`src/rtl/seg_xlate.sv`:
```
module seg_xlate #(
  parameter int SEG_W = 3,
  parameter int OFF_W = 12,
  parameter int PA_W  = 16
) (
  input  logic               clk,
  input  logic               rst_n,
  input  logic               req_valid,
  input  logic [SEG_W-1:0]   req_seg,
  input  logic [OFF_W-1:0]   req_off,
  input  logic               wr_en,
  input  logic               wr_len_sel,
  input  logic [SEG_W-1:0]   wr_idx,
  input  logic [PA_W-1:0]    wr_base,
  input  logic [OFF_W:0]     wr_limit,
  input  logic [SEG_W:0]     wr_len,
  output logic               rsp_valid,
  output logic [1:0]         rsp_trap,
  output logic [PA_W-1:0]    rsp_pa
);
  localparam int NSEG = 1 << SEG_W;

  logic [PA_W-1:0]  base_q [NSEG];
  logic [OFF_W:0]   lim_q  [NSEG];
  logic [SEG_W:0]   len_q;

  logic             v1;
  logic             seg_ok1;
  logic [PA_W-1:0]  base1;
  logic [OFF_W:0]   lim1;
  logic [OFF_W-1:0] off1;

  always_ff @(posedge clk) begin
    if (!rst_n) begin
      len_q <= '0;
      for (int i = 0; i < NSEG; i++) begin
        base_q[i] <= '0;
        lim_q[i]  <= '0;
      end
    end else if (wr_en) begin
      if (wr_len_sel) len_q <= wr_len;
      else begin
        base_q[wr_idx] <= wr_base;
        lim_q[wr_idx]  <= wr_limit;
      end
    end
  end

  always_ff @(posedge clk) begin
    if (!rst_n) begin
      v1      <= 1'b0;
      seg_ok1 <= 1'b0;
      base1   <= '0;
      lim1    <= '0;
      off1    <= '0;
    end else begin
      v1      <= req_valid;
      seg_ok1 <= {1'b0, req_seg} < len_q;
      base1   <= base_q[req_seg];
      lim1    <= lim_q[req_seg];
      off1    <= req_off;
    end
  end

  wire off_ok = {1'b0, off1} < lim1;
  wire [1:0] trap = !seg_ok1 ? 2'b01 : (!off_ok ? 2'b10 : 2'b00);
  wire [PA_W-1:0] sum = base1 + {{(PA_W-OFF_W){1'b0}}, off1};

  assign rsp_valid = v1;
  assign rsp_trap  = v1 ? trap : 2'b00;
  assign rsp_pa    = (v1 && trap == 2'b00) ? sum : '0;
endmodule

```
`config.mk`:
```
export PLATFORM = sky130hd
export DESIGN_NAME = seg_xlate
export DESIGN_NICKNAME = d
export VERILOG_FILES = /design/src/rtl/seg_xlate.sv
export SDC_FILE = /design/constraint.sdc
export NUM_CORES = 1
export LEC_CHECK = 0
export BUFFER_PORTS_ARGS = -buffer_cell sky130_fd_sc_hd__buf_4
export CORE_MARGIN = 5
export CORE_UTILIZATION = 50
export CTS_BUF_LIST = sky130_fd_sc_hd__clkbuf_2 sky130_fd_sc_hd__clkbuf_4 sky130_fd_sc_hd__clkbuf_8
export DETAILED_ROUTE_END_ITERATION = 8
export PLACE_DENSITY = 0.69
export SYNTH_ARGS = -nofsm -noshare
export SYNTH_HDL_FRONTEND = slang
export SYNTH_SLANG_ARGS = --single-unit
```
`constraint.sdc`:
```
create_clock -name clk -period 4.6 [get_ports clk]
set_input_delay 0.46 -clock clk [delete_from_list [all_inputs] [get_ports clk]]
set_output_delay 0.46 -clock clk [all_outputs]
set_load 0.05 [all_outputs]
```
=== Word level (Yosys, flattened, before mapping) ===
Memory sizes are Yosys's and may differ from the RTL's. A register that Yosys moved wholly into a read port is not among the register bits.
Cells that the tools add are included.

* Add/subtract/negate cells: 1
* Magnitude comparators: 2
* Mux-type cells: 15
* Reductions and logical operators: 7

{| class="wikitable"
|+ Operators by type and width
! kind !! number
|-
| $mux W16 || 2
|-
| $add A16 B12 Y16 || 1
|-
| $reduce_or A16 Y1 || 1
|-
| $lt A12 B13 Y1 || 1
|-
| $mux W13 || 1
|-
| $reduce_or A13 Y1 || 1
|-
| $mux W1 || 7
|-
| $mux W2 || 3
|-
| $mux W3 || 2
|-
| $lt A3 B4 Y1 || 1
|-
| $logic_not A1 Y1 || 2
|-
| $logic_not A2 Y1 || 1
|-
| $reduce_and A2 Y1 || 1
|-
| $logic_and A1 B1 Y1 || 1
|}

* Bits in registers: 18
* Memory bits (writable): 232
* Bits of input ports: 56
* Output and inout port bits: 19
* Word-level logic and storage cells: 31
* Memories kept: 2

{| class="wikitable"
|+ Memory list
! name !! words !! bits a word !! read ports !! clocked after Yosys merged registers in !! wr ports !! RTL line !! text
|-
| base_q || 8 || 16 || 1 || 1 || 8 || 23 || <nowiki>logic [PA_W-1:0] base_q [NSEG];</nowiki>
|-
| lim_q || 8 || 13 || 1 || 1 || 8 || 24 || <nowiki>logic [OFF_W:0] lim_q [NSEG];</nowiki>
|}

=== Logic depth before layout (Yosys ltp) ===
Gate-level depths: netlist of run 1.

* Word-level depth: 6
* Mapped depth: 9
* Mapped depth without buffers: 9

=== Least setup slack after synthesis of run 1 ===
No wires, ideal clock.

* Path type: input to register
* Start: input port wr_idx[0]
* End: memory base_q[4][0], enable pin
* Library setup time: 0.455 ns
* Arrival time: 3.079 ns
* Data required time: 4.145 ns
* Slack: 1.066 ns
* Stages on the path: 3
* Path buffers: 1
* Cell sequence: or3_1 buf_2 o21ai_0

{| class="wikitable"
|+ RTL lines
! element !! RTL line !! text
|-
| start: declaration || 13 || <nowiki>input logic [SEG_W-1:0] wr_idx,</nowiki>
|-
| end: declaration || 23 ||
|}

=== Worst setup path after layout of run 1 ===
* Start: register off1[0]
* End: output port rsp_pa[10]

* Longest elaborated chain between the ends: 6
* Elaborated cells on any way between the ends: 7
* Classes of those cells: 1 x add/sub; 1 x order compare; 3 x mux; 2 x reduce/logical

{| class="wikitable"
|+ Ends and longest elaborated chain
! element !! RTL line !! text
|-
| start: declaration || 31 || <nowiki>logic [OFF_W-1:0] off1;</nowiki>
|-
| start signal: assignment || 61 || <nowiki>off1 <= req_off;</nowiki>
|-
| $lt A12 B13 Y1 || 65 || <nowiki>wire off_ok = {1'b0, off1} < lim1;</nowiki>
|-
| $mux W2 (2 in a row) || 66 || <nowiki>wire [1:0] trap = !seg_ok1 ? 2'b01 : (!off_ok ? 2'b10 : 2'b00);</nowiki>
|-
| $logic_not A2 Y1 || 71 || <nowiki>assign rsp_pa = (v1 && trap == 2'b00) ? sum : '0;</nowiki>
|-
| $logic_and A1 B1 Y1 || 71 ||
|-
| $mux W16 (*) || 71 ||
|-
| end: declaration || 19 || <nowiki>output logic [PA_W-1:0] rsp_pa</nowiki>
|}

Every way passes the cells marked *; elsewhere a longest branch is shown, timed or not.

==> impl_metrics.yaml, run 1 <==
logic_synthesis:
  synth_area_leader_cell: "edfxtp_1"
  synth_edf_count: 232
  synth_cell_types: 56
  synthesis.nets: 975
  syn_area_um2: 12800
  syn_area_per_cell_um2: 14.4
  ys.flop_type: "edfxtp_1"
  ys_warn_count: 0
  syn_inst: 893
  synth_area_leaders: "edfxtp_1 54%, and2_1 12%, mux4_2 10%"
  synth_top_area_share_pct: 54.3
  synth_seq_cells: 279
  ys_seq_area_share_pct: 61.6
  async_flop_share_pct: 0
clock_network:
  htree_levels: 2
  ctsHoldBuffers: 0
  cts.sinks: 279
  cts_resized: 0
  cts_tree: "yes"
  cts_root_buffer: "clkbuf_8"
  cts.path.max_buffers: 3
  cts_buffers: 47
  path_clk_slew_ps: 60
  clk_latency_ps: 550
  cts_setup_buffers: 0
floorplanning:
  coreArea_um2: 25300
  dieWidth_um: 170
  die_area_um2: 29000
  io_pins: 75
  rows: 58
  die_height_um: 170
  start_util_pct: 50.8
placement:
  io_buffers: 74
  dpl.hpwl_um: 17200
  gp_congestion: 0.757
  place_area_um2: 13800
critical_path:
  crit_path_end_kind: "output port"
  cp_max_fo: 4
  cp.buffers_inverters: 2
  r2r-start: "base_q[7][1]"
  arrival_ps: 2840
  path_cells: "ha_1, inv_1, fa_1, and2b_4, o2111ai_2, a31oi_2, a2111oi_2, a41oi_1, a21oi_1, buf_4"
  rrSetupSlack_ps: 3130
  endpoint: "rsp_pa[10]"
  startpoint: "off1[0]"
  rr_endpoint: "base1[1]"
  slowest_stage: "fa_1"
  crit_family: "compound AO/OA/AOI/OAI gates"
  cp.depth: 10
  cp-start-kind: "register"
  reg2regPathDepth: 3
  worst_ep_required_time_ps: 4140
  crit_type: "reg2out"
  cpPeakStageDelay_ps: 380
routing:
  wirelength_um: 27400
  drc_errors: 0
  via_per_inst: 5.36
  wl_per_cell_um: 20.3
  postRouteAntennaNets: 0
  drtIter0Drc: 568
  vias: 7232
  dr.pass1.iters: 5
global_routing:
  grt_pass1_wl_um: 43300
  antenna_found_initial: 0
  grt_overflow: 0
  grt_usage_pct: 19.5
  grt_pass1_vias: 7557
  grt_max_degree: 60
power_and_ir_drop:
  p_per_area_nw_per_um2: 389
  p_leak_nw: 5.51
  vdd.ir_drop.worst_uv: 221
sta:
  rsz0062_at_grt: "false"
  fin_crit_ps: 3300
  finalSetupViolations: 0
  fin_skew_ps: 14.1
  slew_headroom_pct: 31.9
  maxSlewViolCount: 0
  hold_violations: 0
  fmax_ghz: 0.303
  worst_slew_pin_slew_ps: 1020
  fin_crit_sh_pct: 71.7
  tns_ps: 0
final_layout:
  layout-drive-gt1-share_pct: 25.3
  layout_common_cells: "245 x and2_1, 232 x edfxtp_1, 92 x buf_4"
  final_common_cell: "and2_1"
  fin_nets: 1066
  antenna_cells: 0
  finalInstanceArea_um2: 14800
  area_growth_pct: 15.1
run:
  drv_cap: 0
hold_path:
  min_from: "req_off[3]"
  hold_path.class: "in2reg"
outcome:
  outcome: "finished clean"
## report_power, final
| part | internal (mW) | total [mW] | switching [mW] | leakage [nW] |
|---|---|---|---|---|
| Clock | 1.34 | 2.30 | 0.961 | 0.529 |
| Combinational | 0.228 | 0.516 | 0.289 | 2.38 |
| Sequential | 2.89 | 2.94 | 0.0490 | 2.60 |
## registers in the layout (all words and copies together) (netlist names)
signal     flops
base1         16
len_q          4
seg_ok1        1
lim_q        104
off1          12
rsp_valid      1
base_q       128
lim1          13
## Yosys cell counts (2+ instances only)
cell       instances
dfxtp_1           47
a41oi_1            2
o21ai_1            3
buf_4              4
nand4_1            2
clkbuf_2           6
a21o_1             5
nor3_1             4
ha_1              25
a21boi_0           4
xnor2_1            6
o211ai_1           2
nor2b_1           33
xor2_1             3
a211oi_1           2
and3_1             2
buf_2             15
mux2i_1           29
nor2_2             3
edfxtp_1         232
and2_1           245
o21ai_0           13
nand3_1            8
buf_6              5
a311oi_1           2
nand2_1           19
o2111ai_2          2
mux4_2            58
clkbuf_1          20
or3_1              3
nand2b_1           6
nor2_1            23
a21oi_1           16
inv_1             22
## cells by family (layout without fill, tap and decap cells)
group	after synthesis	in the layout	share of synthesized area, %
buffers and inverters	73	200	2.75
flip-flops	279	279	61.6
AO/OA/AOI/OAI	64	64	3.47
adder cells (fa/ha/maj)	26	26	2.59
XOR/XNOR	9	9	0.614
AND/OR/NAND/NOR	355	355	16.5
multiplexers	87	87	12.4
## through the flow
stage,power (mW),std cells,worst slack [ps],hold slack [ps],utilization (%)
finish,5.75,1350,1300,121,58.5
detailed placement,3.51,1265,1490,461,54.5
global placement,3.50,1265,1520,458,54.5
floorplan,3.31,893,1070,440,-
global route,6.00,1350,1040,88.5,58.5
CTS,5.81,1350,1240,78.0,58.5
## routing by layer
metal	vias up	wire [um]	GRT usage, %
li1	3417	-	-
met1	3525	12000	27.5
met2	243	13100	31.6
met3	47	1750	3.60
met4	0	617	5.35
met5	-	0	0
## cell type report
cell class	count	area, um^2
timing repair buffer	93	711
tap	330	413
fill	1995	10500
clock inverter	10	106
sequential	279	7910
clock buffer	75	888
inverter	22	82.6
multi-input combinational	541	4660
## how the worst min path moves through the flow
stage / to / slack [ps] / cells after the start
after detailed placement: len_q[2] / 460 / 2
after global placement: len_q[0] / 460 / 2
after floorplan: seg_ok1 / 440 / 1
after global routing: off1[2] / 90 / 2
final: off1[3] / 120 / 2
after CTS: off1[3] / 80 / 2
No activity file was read; power rests on OpenSTA's default activity.
==> run 2: changes to the inputs <==
==> constraint.sdc (replaced) <==
create_clock -name clk -period 3.34 [get_ports clk]
set_input_delay 0.334 -clock clk [delete_from_list [all_inputs] [get_ports clk]]
set_output_delay 0.334 -clock clk [all_outputs]
set_load 0.05 [all_outputs]
==> run 2 against run 1 <==
Effect of this change: cell count rose by 1.0%; critical path type unchanged; global-route usage rose by 0.99 points; register-to-register slack got worse by 1200 ps; first-iteration DRC count grew 3.2%; highest routed layer is now met5.
==> impl_metrics.yaml, run 2 (synthesis gave the netlist of run 1 again) <==
clock_network:
  cts_setup_buffers: 0
  cts_tree: "yes"
  path_clk_slew_ps: 60
  cts_buffers: 48
  clk_latency_ps: 540
  cts.path.max_buffers: 3
  cts.sinks: 279
  htree_levels: 2
  cts_root_buffer: "clkbuf_8"
final_layout:
  largest_register: "base_q"
  stdcell_count: 1364
  layout_common_cells: "245 x and2_1, 232 x edfxtp_1, 92 x buf_4"
  largest_reg_flops: 128
  final_common_cell: "and2_1"
  fin_nets: 1083
  fillCellCount: 2024
  layout-drive-gt1-share_pct: 24.6
  area_growth_pct: 16.3
  reg_top3: "base_q: 128 flops, lim_q: 104 flops, base1: 16 flops"
global_routing:
  antenna_found_initial: 2
  grt_usage_pct: 20.5
  grt_max_degree: 56
  grt_overflow: 0
  grt_pass1_vias: 7659
  grt_pass1_wl_um: 44700
power_and_ir_drop:
  p_total_mw: 7.84
  vdd.ir_drop.worst_uv: 294
  p_leak_nw: 5.57
  p_per_area_nw_per_um2: 525
floorplanning:
  die_area_um2: 29000
  coreArea_um2: 25300
  die_height_um: 170
  dieWidth_um: 170
  start_util_pct: 50.8
  io_pins: 75
  rows: 58
critical_path:
  cp-start-kind: "register"
  crit_type: "reg2out"
  worst_ep_required_time_ps: 3010
  cp_max_fo: 4
  crit_path_end_kind: "output port"
  arrival_ps: 2810
routing:
  via_per_inst: 5.40
  vias: 7370
  postRouteAntennaNets: 0
  dr.pass1.iters: 4
  drtIter0Drc: 586
  wirelength_um: 29300
  drc_errors: 0
  wl_per_cell_um: 21.5
placement:
  post-place-ws_ps: 729
  io_buffers: 74
  dpl.hpwl_um: 17300
  gp_congestion: 0.748
  dp.cells: 1269
sta:
  fin_crit_ps: 3150
  timing.final.ws_setup_ps: 194
  worst_slew_pin_slew_ps: 831
  fmax_ghz: 0.318
  maxSlewViolCount: 0
  hold_violations: 0
  fin_crit_sh_pct: 94.2
  holdWs_ps: 30.0
  finalSetupViolations: 0
  fin_skew_ps: 11.8
  slew_headroom_pct: 44.4
  rsz0062_at_grt: "false"
outcome:
  outcome: "finished clean"
run:
  drv_cap: 0
hold_path:
  hold_path.class: "in2reg"
==> run 2: cell types whose count changed in the layout (fill, tap and decap cells not counted), moves of 3 or more <==
| cell | before | now |
|---|---|---|
| clkbuf_4 | 23 | 14 |
| clkinv_2 | 2 | 5 |
| clkinv_1 | 3 | 8 |
| buf_12 | 1 | 5 |
| dlygate4sd3_1 | 0 | 12 |
==> run 2: worst paths after layout <==
check | cells past startpoint | end | start | slack (ps)
setup / recovery | 10 | rsp_pa[10] | off1[0] | 190
hold / removal | 2 | off1[10] | req_off[10] | 30
setup reg to reg | 3 | lim1[8] | lim_q[7][8] | 1940
hold reg to reg | 2 | len_q[1] | len_q[1] | 470
==> run 2: stage by stage <==
| stage | utilization [%] | TNS, ps | area [um^2] |
|---|---|---|---|
| floorplan | - | -3380 | 12800 |
| global placement | 54.8 | 0 | 13900 |
| detailed placement | 54.8 | 0 | 13900 |
| CTS | 59.1 | 0 | 14900 |
| global route | 59.1 | 0 | 14900 |
| finish | 59.1 | 0 | 14900 |
==> run 2: where the power goes <==
group          internal [mW]  leakage (nW)  switching [mW]
clock                   1.73         0.499            1.32
sequential              3.97          2.60          0.0660
combinational          0.331          2.47           0.410
==> run 2: what timing repair did <==
action	in CTS	in global routing
setup endpoints to repair	0	7
gates resized for setup	0	1
endpoints found under the hold margin	12	0
hold buffers	12	0
==> run 2: final cells by class <==
class / count / area (um^2) / area share [%]
flip-flops and latches: 279 / 7910 / 53.0
inverters: 22 / 82.6 / 0.553
clock buffers: 66 / 821 / 5.50
repair buffers: 109 / 911 / 6.10
clock inverters: 16 / 123 / 0.821
diodes: 1 / 2.50 / 0.0168
multi-input cells: 541 / 4670 / 31.3
well taps: 330 / 413 / 2.77
==> run 2: critical path, stage by stage, from the launching register on <==
cell	delay, ps
dfxtp_1	330
ha_1	190
inv_1	60
fa_1	360
and2b_4	270
o2111ai_2	150
a31oi_2	310
a2111oi_2	110
a41oi_1	190
a21oi_1	90
buf_4	210
==> run 2: routing by layer <==
metal	track usage, %	up-vias	part of all wire, %
li1	-	3447	-
met1	28.1	3622	41
met3	3.60	56	6.9
met4	5.69	2	2.2
met5	0	-	0.068
met2	34.3	243	49
